--- src/rtl/pwm_timer.sv ---
module pwm_timer #(
  parameter int W    = 16,
  parameter int DIVW = 14,
  parameter int SELW = 4
) (
  input  logic          clk,
  input  logic          rst_n,
  input  logic          run,
  input  logic          ext_sel,
  input  logic [SELW-1:0] div_sel,
  input  logic          ext_in,
  input  logic          buf_en,
  input  logic          out_en,
  input  logic          init_level,
  input  logic          invert,
  input  logic          irq_a_en,
  input  logic          irq_b_en,
  input  logic          cnt_clr,
  input  logic          wr_en,
  input  logic [1:0]    wr_addr,
  input  logic [W-1:0]  wr_data,
  input  logic [1:0]    rd_addr,
  output logic [W-1:0]  rd_data,
  output logic          pwm_out,
  output logic          pwm_out_n,
  output logic          irq_a,
  output logic          irq_b
);
  localparam logic [SELW-1:0] MAX_CODE = SELW'(DIVW);

  logic [DIVW-1:0] div_cnt;
  logic [2:0]      ext_sync;
  logic [W-1:0]    cnt, cmp_a, cmp_b, buf_a, buf_b;
  logic            level;

  logic [SELW-1:0] shamt;
  logic [DIVW-1:0] mask;
  logic            div_tick, ext_tick, tick, step, hit_a, hit_b;
  logic            wr_cnt, wr_a, wr_b, reload;

  assign shamt    = (div_sel > MAX_CODE) ? '0 : div_sel;
  assign mask     = ~({DIVW{1'b1}} << shamt);
  assign div_tick = &(div_cnt | ~mask);
  assign ext_tick = ext_sync[1] & ~ext_sync[2];
  assign tick     = ext_sel ? ext_tick : div_tick;
  assign step     = run & tick;
  assign hit_a    = step & (cnt == cmp_a);
  assign hit_b    = step & (cnt == cmp_b);
  assign wr_cnt   = wr_en & (wr_addr == 2'd0);
  assign wr_a     = wr_en & (wr_addr == 2'd1);
  assign wr_b     = wr_en & (wr_addr == 2'd2);
  assign reload   = buf_en & (cnt_clr | hit_b);

  always_ff @(posedge clk or negedge rst_n) begin
    if (!rst_n) begin
      div_cnt  <= '0;
      ext_sync <= '0;
    end else begin
      div_cnt  <= div_cnt + 1'b1;
      ext_sync <= {ext_sync[1:0], ext_in};
    end
  end

  always_ff @(posedge clk or negedge rst_n) begin
    if (!rst_n)       cnt <= '0;
    else if (cnt_clr) cnt <= '0;
    else if (wr_cnt)  cnt <= wr_data;
    else if (step)    cnt <= hit_b ? '0 : cnt + 1'b1;
  end

  always_ff @(posedge clk or negedge rst_n) begin
    if (!rst_n) begin
      cmp_a <= '0;
      cmp_b <= '0;
      buf_a <= '0;
      buf_b <= '0;
    end else begin
      if (wr_a) buf_a <= wr_data;
      if (wr_b) buf_b <= wr_data;
      if (wr_a && !buf_en) cmp_a <= wr_data;
      else if (reload)     cmp_a <= buf_a;
      if (wr_b && !buf_en) cmp_b <= wr_data;
      else if (reload)     cmp_b <= buf_b;
    end
  end

  always_ff @(posedge clk or negedge rst_n) begin
    if (!rst_n) begin
      level <= 1'b0;
      irq_a <= 1'b0;
      irq_b <= 1'b0;
    end else begin
      if (cnt_clr)    level <= init_level;
      else if (hit_b) level <= 1'b0;
      else if (hit_a) level <= 1'b1;
      irq_a <= hit_a & irq_a_en;
      irq_b <= hit_b & irq_b_en;
    end
  end

  assign pwm_out   = out_en & (level ^ invert);
  assign pwm_out_n = out_en & ~(level ^ invert);

  always_comb begin
    case (rd_addr)
      2'd0:    rd_data = cnt;
      2'd1:    rd_data = cmp_a;
      2'd2:    rd_data = cmp_b;
      default: rd_data = '0;
    endcase
  end
endmodule

--- config.mk ---
export PLATFORM = sky130hd
export DESIGN_NAME = pwm_timer
export DESIGN_NICKNAME = d
export VERILOG_FILES = /design/src/rtl/pwm_timer.sv
export SDC_FILE = /design/constraint.sdc
export NUM_CORES = 1
export LEC_CHECK = 0
export CORE_AREA = 2 2 117 119
export DETAILED_ROUTE_END_ITERATION = 10
export DIE_AREA = 0 0 119 121
export DONT_BUFFER_PORTS = 1
export MAX_ROUTING_LAYER = met4
export SYNTH_ARGS = -nofsm -noshare
export SYNTH_HDL_FRONTEND = slang
export SYNTH_SLANG_ARGS = --single-unit
--- constraint.sdc ---
create_clock -name clk -period 2.5 [get_ports clk]
set_input_delay 0.375 -clock clk [delete_from_list [all_inputs] [get_ports clk]]
set_output_delay 0.375 -clock clk [all_outputs]
set_load 0.01 [all_outputs]
# Word-level counts from Yosys, hierarchy flattened
# Cells that the tools add are included.
# word_totals
regBits	100
word_cells	63
input_bits	37
# classes
muxes	14
n_addsub	2
eq_ne	6
shifts	1
bitwise_logic	19
order_cmp	1
reduce_logical	10
# ops
op	n
16-bit 2-to-1 mux	8
16-bit one-hot mux with 3 select lines	1
16-bit == test	2
14-bit inverter	2
16-bit by 1-bit adder with 16-bit output, second input constant	1
14-bit by 1-bit adder with 14-bit output, second input constant	1
14-bit OR	1
14-bit AND reduction	1
14-bit by 4-bit left shift with 14-bit output, first input constant	1
1-bit AND	12
3-bit nonzero test	2
2-bit by 1-bit == test with 1-bit output, second input constant	2
2-bit == test, second input constant	2
4-bit greater-than comparator, second input constant	1
2-bit logical NOT	2
1-bit 2-to-1 mux	4
4-bit 2-to-1 mux	1
2-bit nonzero test	2
1-bit logical AND	2
1-bit inverter	2
1-bit logical NOT	1
1-bit OR	1
1-bit bitwise XOR	1

# Longest topological paths before layout
# Gate-level depths: netlist (run 1).
# logic_depth
depth_word	14
ltp_mapped	10

# Least setup slack after synthesis (run 1)
# No wires, ideal clock.
# synth_timing
path_type	input port to flip-flop
startpoint	input div_sel[1]
endpoint	register cmp_a[10]
arrival_time_ns	2.275
slack_ns	0.088
t_required_ns	2.363
stages	10
n_path_buf	3
path_cell_list	buf_4 nand2_1 o31a_1 and3_4 or3b_1 buf_6 buf_2 or4_1 o31ai_1 a21oi_1
# synth_via
elab_chain_len	13
# synth_rtl
item	line	source
start, declared	10	input logic [SELW-1:0] div_sel,
4-bit greater-than comparator	41	assign shamt = (div_sel > MAX_CODE) ? '0 : div_sel;
4-bit 2-to-1 mux (*)	41	
14-bit by 4-bit left shift with 14-bit output (*)	42	assign mask = ~({DIVW{1'b1}} << shamt);
14-bit inverter (*)	42	
14-bit inverter (*)	43	assign div_tick = &(div_cnt | ~mask);
14-bit OR (*)	43	
14-bit AND reduction (*)	43	
1-bit 2-to-1 mux (*)	45	assign tick = ext_sel ? ext_tick : div_tick;
1-bit AND (*)	46	assign step = run & tick;
1-bit AND (*)	48	assign hit_b = step & (cnt == cmp_b);
1-bit OR (*)	52	assign reload = buf_en & (cnt_clr | hit_b);
1-bit AND (*)	52	
2-bit nonzero test (no source line) (*)	--	
end signal, assigned	80	if (wr_a && !buf_en) cmp_a <= wr_data;
end signal, assigned	81	else if (reload) cmp_a <= buf_a;
end, declared	33	logic [W-1:0] cnt, cmp_a, cmp_b, buf_a, buf_b;
# Mark *: on every way between the ends. The rest lies on a longest branch, timed or not.
# A chain may end at the register's enable or synchronous reset.

# Worst setup path after layout (run 1)
# layout_timing
startpoint	register cmp_b[5]
endpoint	register cmp_b[5]
# layout_via
elab_chain_len	5
# layout_rtl
item	line	source
start, declared	33	
start signal, assigned	82	if (wr_b && !buf_en) cmp_b <= wr_data;
start signal, assigned	83	else if (reload) cmp_b <= buf_b;
16-bit == test	48	
1-bit AND	48	
1-bit OR	52	
1-bit AND	52	
2-bit nonzero test (no source line)	--	
# Every way passes these cells.

==> impl_metrics.csv, run 1 <==
group,metric,value,unit
logic_synthesis,synth_largest_area_cell,"dfrtp_1",
grt,grt_max_degree,101,
final_layout,area_growth,11.06,%
floorplan,core,13090,um^2
grt,grtUsageMet2,0.3987,
grt,gr-usage-met3,0.07707,
power,p_total,4.061,mW
grt,grt_pass1_wl,28190,um
routing,drt_wl_total,17880,um
run_status,violations,"hold timing",
setup_path,crit_path_max_fanout,15,
run_status,outcome,"finished, violations left",
logic_synthesis,synth-async-reset-ratio,1.000,
placement,io_buffers,0,
floorplan,fp-row-count,42,
grt,grtUsageTotal,0.2633,
routing,post_drt_wl_per_cell,20.09,um
routing,drc,0,
sta,timing.hold.ws,-0.2983,ns
sta,maxSlewViolCount,0,
sta,tns,0,ns
clock_network,cts_tree,"yes",
clock_network,cts-root-buf,"clkbuf_16",
floorplan,initial_core_util,0.4531,
clock_network,clkLatencyLatePin,0.36,ns
floorplan,die_x,119,um
sta,finClkSkew,0.007356,ns
logic_synthesis,synth_warnings,0,
floorplan,die_h,121,um
clock_network,cts_buffers,9,
run,drv_cap,0,
clock_network,clock-sinks,100,
logic_synthesis,synth_edf_count,0,
logic_synthesis,synth_cell_types,59,
setup_path,regToRegStartpoint,"cmp_b[5]$_DFFE_PN0P_",
logic_synthesis,synth.area.top_cells,"dfrtp_1, nand2_1, o21ai_0, xnor2_1, xor2_1",
logic_synthesis,syn_area,5928,um^2
setup_path,arrival,2.65,ns
routing,drtPass1Iterations,5,
logic_synthesis,ys_seq_elements,100,
power,cellLeakagePower,2.927,nW
grt,grt_busiest_layer,"met2",
logic_synthesis,synth.net_count,746,
setup_path,r2r_end,"cmp_b[5]$_DFFE_PN0P_",
grt,grt_overflow,0,
clock_network,cts_max_level,3,
setup_path,ff2ff_setup_slack,0.09,ns
clock_network,clock_path_buffers,2,
sta,slew_headroom,0.5583,
logic_synthesis,synth_flop_cell,"dfrtp_1",
routing,drt-vias-per-instance,5.946,
setup_path,start_kind,"flip-flop",
setup_path,rr_worst_depth,8,
setup_path,required,2.74,ns
setup_path,crit_start,"cmp_b[5]$_DFFE_PN0P_",
grt,grt_pass1_vias,4961,
setup_path,crit_type,"flip-flop to flip-flop",
logic_synthesis,synth_top_area_share,0.4221,
logic_synthesis,synth_seq_area_share,0.4221,
routing,ant_nets,0,
clock_network,clk_pin_slew,0.07,ns
sta,timing.final.crit_share,0.9648,
sta,finalSetupViolCount,0,
placement,hpwl,12380,um
logic_synthesis,syn_inst,707,
final_layout,drive_gt1_frac,0.09958,
routing,drt_iter0_markers,454,
sta,clock.fmax,414.6,MHz
grt,grtUsageMet1,0.3434,
sta,tightest_slew,0.6601,ns
sta,hold_violations,100,
hold_path,hold_class,"primary input to asynchronous set/reset pin",
grt,antenna_found_initial,1,
sta,rsz0062_at_grt,"false",
logic_synthesis,avgSynthCellArea,8.385,um^2
power,ir_worst_vdd,0.4913,mV
sta,fin_crit,2.412,ns
power,powerDensity,616.8,nW/um^2
placement,gp_congestion,0.9625,
floorplan,die_area,14400,um^2
routing,vias,5292,
setup_path,endpoint_kind,"flip-flop",
final_layout,final_nets,747,
floorplan,pin_count,57,
cells in the final DEF, fill, tap and decap left out, types with 7 or more instances in the layout:
cell	count
a31oi_1	26
nand4_1	7
xor2_1	21
mux2i_1	17
xnor2_1	24
a21oi_1	21
a211oi_1	9
a21o_1	8
clkbuf_16	9
buf_4	40
o21ai_0	55
nor4_1	7
inv_1	13
nor2_1	31
and2_1	13
nand3b_1	18
nand3_1	18
or4_1	13
nor3_1	12
o31ai_1	14
dfrtp_1	99
nand2_1	163
synthesized netlist by cell type (3+ instances only):
cell      instances
and2_1           13
buf_2             5
dfrtp_1         100
a21o_1            8
a22oi_1           3
nand2_1         163
nor2b_1           4
a21oi_1          21
a31oi_1          26
clkbuf_1         44
inv_1            13
or4_1            13
nor2_1           31
nor3_1           12
o21a_1            6
nand3b_1         18
and3_1            5
xnor2_1          24
o211ai_1          6
xor2_1           21
o31ai_1          14
nand3_1          18
and3b_1           3
mux2i_1          17
nor4_1            7
nand4_1           7
a211oi_1          9
o21ai_0          55
area by class of cell:
type | count | area [um^2]
antenna | 1 | 2.502
tap | 176 | 220.2
fill | 1238 | 6501
sequential | 100 | 2504
inverter | 15 | 56.30
multi-input combinational | 539 | 3148
timing repair buffer | 43 | 351.6
clock buffer | 9 | 225.2
clock inverter | 7 | 76.32
layer usage:
| metal | up-vias | share of wire |
|---|---|---|
| met5 | - | 0 |
| met4 | 0 | 0.021 |
| met3 | 27 | 0.084 |
| met2 | 210 | 0.45 |
| met1 | 2573 | 0.44 |
| li1 | 2482 | - |
timing repair:
action                                 in CTS  in global routing
buffers inserted                            0                  1
setup endpoints to repair                   0                 26
endpoints found under the hold margin     100                100
gates resized for setup                     0                  4
worst max-delay path, stage by stage, from the launching register on:
cell	delay [ns]
dfrtp_1	0.44
xnor2_1	0.31
nand4_1	0.24
nor4_4	0.33
inv_1	0.15
buf_4	0.22
or4_1	0.41
o31ai_1	0.09
a21oi_1	0.11
kinds of logic (layout without fill, tap and decap cells):
group,after synthesis,after routing,synth area share
and+or+nand+nor,312,312,0.2573
muxes,17,17,0.02870
buffers and inverters,68,74,0.04728
other,0,1,0
adders and majority gates,2,2,0.004221
AOI/OAI and AO/OA,163,163,0.1739
xor gates and xnor gates,45,45,0.06648
DFF,100,100,0.4221
stage by stage:
step / utilization / setup slack, ns / instances / area [um^2]
6_report: 0.5032 / 0.08797 / 890 / 6584
5_1_grt: 0.5032 / 0.001616 / 890 / 6584
4_1_cts: 0.5018 / 0.08257 / 888 / 6566
3_5_place_dp: 0.4788 / 0.06767 / 872 / 6265
3_3_place_gp: 0.4788 / 0.03862 / 872 / 6265
2_1_floorplan: - / 0.08783 / 707 / 5928
power breakdown:
| group | switching, mW | total, mW | internal, mW |
|---|---|---|---|
| Clock | 0.712 | 1.43 | 0.714 |
| Combinational | 0.361 | 0.658 | 0.297 |
| Sequential | 0.180 | 1.98 | 1.80 |
registers in the layout, indices dropped and copies added (netlist names), 3 cells and up:
| register | cells |
|---|---|
| buf_a | 16 |
| buf_b | 16 |
| cmp_a | 16 |
| cmp_b | 16 |
| cnt | 16 |
| div_cnt | 14 |
| ext_sync | 3 |
how the worst max path moves through the flow:
stage	to	slack, ns	cells after the start
2_1_floorplan	cmp_a[10]$_DFFE_PN0P_	0.09	10
3_3_place_gp	cmp_b[4]$_DFFE_PN0P_	0.04	9
3_5_place_dp	cmp_b[4]$_DFFE_PN0P_	0.07	8
4_1_cts	cmp_b[4]$_DFFE_PN0P_	0.08	8
5_1_grt	cmp_b[5]$_DFFE_PN0P_	0.002	8
6_report	cmp_b[5]$_DFFE_PN0P_	0.09	8
Note: power is estimated with default switching activity, not from simulation.
==> inputs of run 2 (changes only) <==
==> constraint.sdc (replaced) <==
create_clock -name clk -period 2.5 [get_ports clk]
set_input_delay 0 -clock clk [delete_from_list [all_inputs] [get_ports clk]]
set_output_delay 0 -clock clk [all_outputs]
set_load 0.01 [all_outputs]
==> run 2 against run 1 <==
Effect of this change: the run now ends clean; die area stayed put; sequential share of layout area is 1.4 points lower; clock skew is 0.0016 ns higher; utilization is 2.0 points higher; sequential power hardly changed; clock-buffer cell count is 1 higher.
==> impl_metrics.csv, run 2 (same netlist as run 1, synthesis figures left out) <==
group,metric,value,unit
power,ir_worst_vdd,0.4064,mV
sta,slew_headroom,0.2502,
setup_path,endpoint,"cmp_b[7]$_DFFE_PN0P_",
setup_path,path_cells,"xnor2_1, nand4_1, nor4_4, inv_1, buf_4, or4_1, o31ai_1, a21oi_1",
clock_network,clkLatencyLatePin,0.36,ns
setup_path,critical-path-max-stage-delay,0.40,ns
routing,post_drt_wl_per_cell,19.77,um
grt,grt_overflow,0,
final_layout,final_cell_area,6843,um^2
clock_network,cts_tree,"yes",
run,drv_cap,0,
power,cellLeakagePower,3.014,nW
final_layout,final_nets,771,
setup_path,worst_path_max_delay_cell,"dfrtp_1",
placement,post-place-ws,0.08158,ns
setup_path,rr_worst_depth,8,
placement,hpwl,12330,um
floorplan,pin_count,57,
hold_path,min-delay-start,"cnt_clr",
floorplan,fp-row-count,42,
clock_network,clock-sinks,100,
sta,hold_violations,0,
clock_network,cts_max_level,3,
hold_path,whs_path_depth,3,
setup_path,required,2.71,ns
floorplan,core,13090,um^2
setup_path,arrival,2.56,ns
routing,drt_wl_total,18050,um
setup_path,start_kind,"flip-flop",
floorplan,initial_core_util,0.4531,
final_layout,final_cell_mix,"nand2_1, dfrtp_1, o21ai_0, buf_4, nor2_1",
clock_network,cts-root-buf,"clkbuf_16",
routing,ant_nets,0,
placement,gp_congestion,1.005,
sta,rsz0062_at_grt,"false",
floorplan,die_h,121,um
setup_path,crit_type,"flip-flop to flip-flop",
clock_network,clock_path_buffers,2,
setup_path,regToRegStartpoint,"cmp_b[9]$_DFFE_PN0P_",
final_layout,antenna_cells,0,
setup_path,endpoint_kind,"flip-flop",
grt,grt_pass1_vias,5309,
clock_network,clk_pin_slew,0.07,ns
routing,drtPass1Iterations,6,
routing,drt_iter0_markers,515,
grt,antenna_found_initial,0,
final_layout,drive_gt1_frac,0.09362,
routing,drc,0,
sta,timing.final.crit_share,0.9393,
sta,tightest_slew,1.121,ns
setup_path,ff2ff_setup_slack,0.15,ns
setup_path,crit_start,"cmp_b[9]$_DFFE_PN0P_",
sta,maxSlewViolCount,0,
power,p_total,4.094,mW
clock_network,cts_buffers,9,
hold_path,hold_class,"primary input to flip-flop",
grt,grtUsageTotal,0.2686,
setup_path,r2r_end,"cmp_b[7]$_DFFE_PN0P_",
sta,clock.fmax,425.9,MHz
sta,tns,0,ns
sta,finalSetupViolCount,0,
sta,finClkSkew,0.008953,ns
power,powerDensity,598.2,nW/um^2
placement,dpl_cell_area,6215,um^2
sta,fin_crit,2.348,ns
setup_path,crit_path_max_fanout,13,
run_status,outcome,"complete, no violations",
grt,grt_max_degree,101,
final_layout,area_growth,15.43,%
floorplan,die_area,14400,um^2
grt,grt_pass1_wl,29060,um
routing,drt-vias-per-instance,6.013,
routing,vias,5490,
placement,io_buffers,0,
floorplan,die_x,119,um
final_layout,final_common_cell,"nand2_1",
sta,setup_ws,0.1518,ns
==> run 2: cell types whose count changed in the layout (fill, tap and decap cells not counted), moves of 2 or more <==
cell | before | now
buf_4 | 40 | 37
xnor2_1 | 24 | 22
xnor2_2 | 0 | 2
buf_16 | 0 | 2
dlygate4sd3_1 | 0 | 27
inv_8 | 3 | 0
clkinvlp_4 | 0 | 4
==> run 2: area by class of cell <==
class	count	area [um^2]
Tap cell	176	220.2
Multi-Input combinational cell	539	3163
Clock inverter	6	47.55
Inverter	15	56.30
Timing Repair Buffer	67	623.1
Clock buffer	10	229.0
Sequential cell	100	2504
Fill cell	1219	6242
==> run 2: routing by layer <==
| metal | GRT usage | routed length (um) |
|---|---|---|
| met1 | 0.3469 | 7757 |
| met2 | 0.4063 | 8172 |
| met3 | 0.07989 | 1534 |
| met4 | 0.08929 | 584 |
| met5 | - | 0 |
==> run 2: through the flow <==
step,hold slack (ns),cells,utilization
2_1_floorplan,-0.2956,707,-
3_3_place_gp,-0.2929,867,0.4749
3_5_place_dp,-0.2925,867,0.4749
4_1_cts,0.003554,912,0.5209
5_1_grt,0.03904,913,0.5229
6_report,0.02985,913,0.5229
==> run 2: power by group <==
part / leakage, nW / internal [mW] / switching, mW
clock network: 0.122 / 0.683 / 0.655
logic: 1.66 / 0.335 / 0.445
registers: 1.23 / 1.80 / 0.179
==> run 2: worst min path at each step <==
stage                                       to  slack (ns)
after global placement    buf_b[9]$_DFFE_PN0P_       -0.29
after detailed placement  buf_b[9]$_DFFE_PN0P_       -0.29
final                       cnt[5]$_DFFE_PN0P_        0.03
after CTS                   cnt[2]$_DFFE_PN0P_       0.004
after floorplan           buf_a[0]$_DFFE_PN0P_       -0.30
after global routing        cnt[5]$_DFFE_PN0P_        0.04
==> run 2: repair_timing <==
item	CTS	global route
setup endpoints to repair	0	34
hold endpoints to repair	184	0
resized for setup	0	4
hold buffers	29	0
setup buffers	0	1
==> run 2: worst max-delay path: cells and delay by family, from the launching register on <==
family,cells,cell delay [ns]
AO/OA/AOI/OAI,2,0.20
AND/OR/NAND/NOR,3,0.94
buffers and inverters,2,0.37
XOR/XNOR,1,0.30
flip-flops,1,0.40
==> inputs of run 3 (changes only) <==
--- a/config.mk
+++ b/config.mk
@@ -5,11 +5,14 @@
 export SDC_FILE = /design/constraint.sdc
 export NUM_CORES = 1
 export LEC_CHECK = 0
+export CELL_PAD_IN_SITES_DETAIL_PLACEMENT = 0
+export CELL_PAD_IN_SITES_GLOBAL_PLACEMENT = 1
 export CORE_AREA = 2 2 117 119
 export DETAILED_ROUTE_END_ITERATION = 10
 export DIE_AREA = 0 0 119 121
 export DONT_BUFFER_PORTS = 1
 export MAX_ROUTING_LAYER = met4
+export PLACE_DENSITY_LB_ADDON = 0.1
 export SYNTH_ARGS = -nofsm -noshare
 export SYNTH_HDL_FRONTEND = slang
 export SYNTH_SLANG_ARGS = --single-unit
==> run 3 against run 2 <==
Effect of this change: largest power group unchanged; clock-buffer cell count increased by 1; highest routed layer unchanged; register-to-register slack got worse by 0.04 ns; clock skew increased by 0.0012 ns; first-iteration DRC count decreased by 11%; utilization up 0.30 points; critical endpoint is now cmp_a[1]$_DFFE_PN0P_; cell area increased by 0.57%; worst hold slack got worse by 0.012 ns; clock power rose by 4%; sequential cell count did not move; cell count unchanged.
==> impl_metrics.csv, run 3 (same netlist as run 1, synthesis figures left out) <==
group,metric,value,unit
final_layout,final_cell_area,6882,um^2
placement,gp_congestion,0.9102,
grt,grt_overflow,0,
sta,maxSlewViolCount,0,
floorplan,pin_count,57,
routing,drt_iter0_markers,458,
placement,dp_cells,866,
sta,tns,0,ns
final_layout,area_growth,16.08,%
setup_path,start_kind,"flip-flop",
clock_network,clk_pin_slew,0.07,ns
grt,grt_pass1_wl,30640,um
clock_network,cts_buffers,9,
grt,grt_pass1_vias,5429,
hold_path,hold_class,"primary input to flip-flop",
clock_network,cts-root-buf,"clkbuf_16",
final_layout,fin_util,0.5259,
final_layout,ff_latch_area,2502,um^2
run,drv_cap,0,
floorplan,die_x,119,um
sta,tightest_slew,0.6984,ns
sta,finClkSkew,0.01019,ns
routing,drtPass1Iterations,5,
setup_path,endpoint_kind,"flip-flop",
clock_network,clock-sinks,100,
final_layout,antenna_cells,0,
placement,hpwl,12820,um
setup_path,crit_start,"cmp_b[1]$_DFFE_PN0P_",
setup_path,crit_path_max_fanout,15,
clock_network,clkLatencyLatePin,0.36,ns
placement,dpl_cell_area,6232,um^2
routing,vias,5473,
final_layout,multi_input_area,3156,um^2
sta,fin_crit,2.389,ns
setup_path,arrival,2.61,ns
setup_path,regToRegStartpoint,"cmp_b[1]$_DFFE_PN0P_",
routing,post_drt_wl_per_cell,21.15,um
grt,antenna_found_initial,0,
power,cellLeakagePower,3.048,nW
hold_path,min-delay-start,"buf_en",
sta,finalSetupViolCount,0,
run_status,outcome,"complete, no violations",
grt,grtUsageTotal,0.2888,
routing,drt-vias-per-instance,5.995,
setup_path,crit_type,"flip-flop to flip-flop",
power,ir_worst_vdd,0.4694,mV
floorplan,core,13090,um^2
floorplan,initial_core_util,0.4531,
setup_path,required,2.73,ns
clock_network,clock_path_buffers,2,
final_layout,drive_gt1_frac,0.09227,
floorplan,die_h,121,um
clock_network,cts_max_level,3,
grt,grt_max_degree,101,
sta,rsz0062_at_grt,"false",
routing,drc,0,
placement,io_buffers,0,
sta,timing.final.crit_share,0.9554,
sta,hold_violations,0,
final_layout,final_cells,913,
sta,slew_headroom,0.5327,
final_layout,final_common_cell,"nand2_1",
final_layout,final_cell_mix,"nand2_1, dfrtp_1, o21ai_0, buf_4, nor2_1",
final_layout,fillers,1230,
power,powerDensity,603.6,nW/um^2
sta,clock.fmax,418.7,MHz
final_layout,final_nets,771,
clock_network,cts_tree,"yes",
routing,ant_nets,0,
floorplan,die_area,14400,um^2
routing,drt_wl_total,19310,um
floorplan,fp-row-count,42,
==> run 3: path summary, 6_finish.rpt <==
kind	endpoint	slack [ns]	cells past startpoint
worst max-delay path	cmp_a[1]$_DFFE_PN0P_	0.11	8
worst min-delay path	cmp_a[2]$_DFFE_PN0P_	0.02	3
worst max register to register	cmp_a[1]$_DFFE_PN0P_	0.11	8
worst min register to register	ext_sync[1]$_DFF_PN0_	0.36	0
max in group asynchronous	cnt[14]$_DFFE_PN0P_	1.79	2
min in group asynchronous	buf_a[5]$_DFFE_PN0P_	0.23	2
==> run 3: report_power, final <==
part | internal, mW | switching (mW)
Combinational | 0.336 | 0.446
Sequential | 1.80 | 0.179
Clock | 0.717 | 0.681
Total | 2.85 | 1.31
==> run 3: final cells by class <==
type                            count  share of cell area
Clock buffer                       11             0.03527
Sequential cell                   100              0.3636
Timing Repair Buffer               67             0.09600
Clock inverter                      5            0.006364
Tap cell                          176             0.03200
Multi-Input combinational cell    539              0.4585
Inverter                           15            0.008182
==> run 3: repair_timing <==
action                                  in CTS  in global routing
buffers inserted                             0                  1
gates resized for setup                      0                  3
endpoints found under the setup margin       0                 16
hold buffers                                30                  0
hold endpoints to repair                   184                  0
==> run 3: metrics by stage <==
step	worst slack (ns)	hold WS, ns	power, mW
6_report	0.1114	0.01736	4.154
5_1_grt	0.02272	0.005054	4.360
4_1_cts	0.05775	0.002289	4.175
3_5_place_dp	0.09343	-0.2929	2.651
3_3_place_gp	0.07665	-0.2928	2.631
2_1_floorplan	0.1896	-0.2956	2.455
==> run 3: worst max-delay path: stages, from the launching register on <==
cell	delay, ns
dfrtp_1	0.45
xnor2_1	0.28
nand4_1	0.19
nor4_4	0.33
inv_1	0.16
buf_4	0.22
or4_1	0.40
o31ai_1	0.09
a21oi_1	0.12
==> run 3: per-layer routing <==
layer  vias to the layer above  part of all wire  wire length, um  global-route usage
met2                       230              0.46             8862              0.4393
met5                         -                 0                0                   -
met1                      2677              0.44             8441              0.3719
met4                         0             0.033              631              0.1220
met3                        44             0.071             1378             0.06814
li1                       2522                 -                -                   -
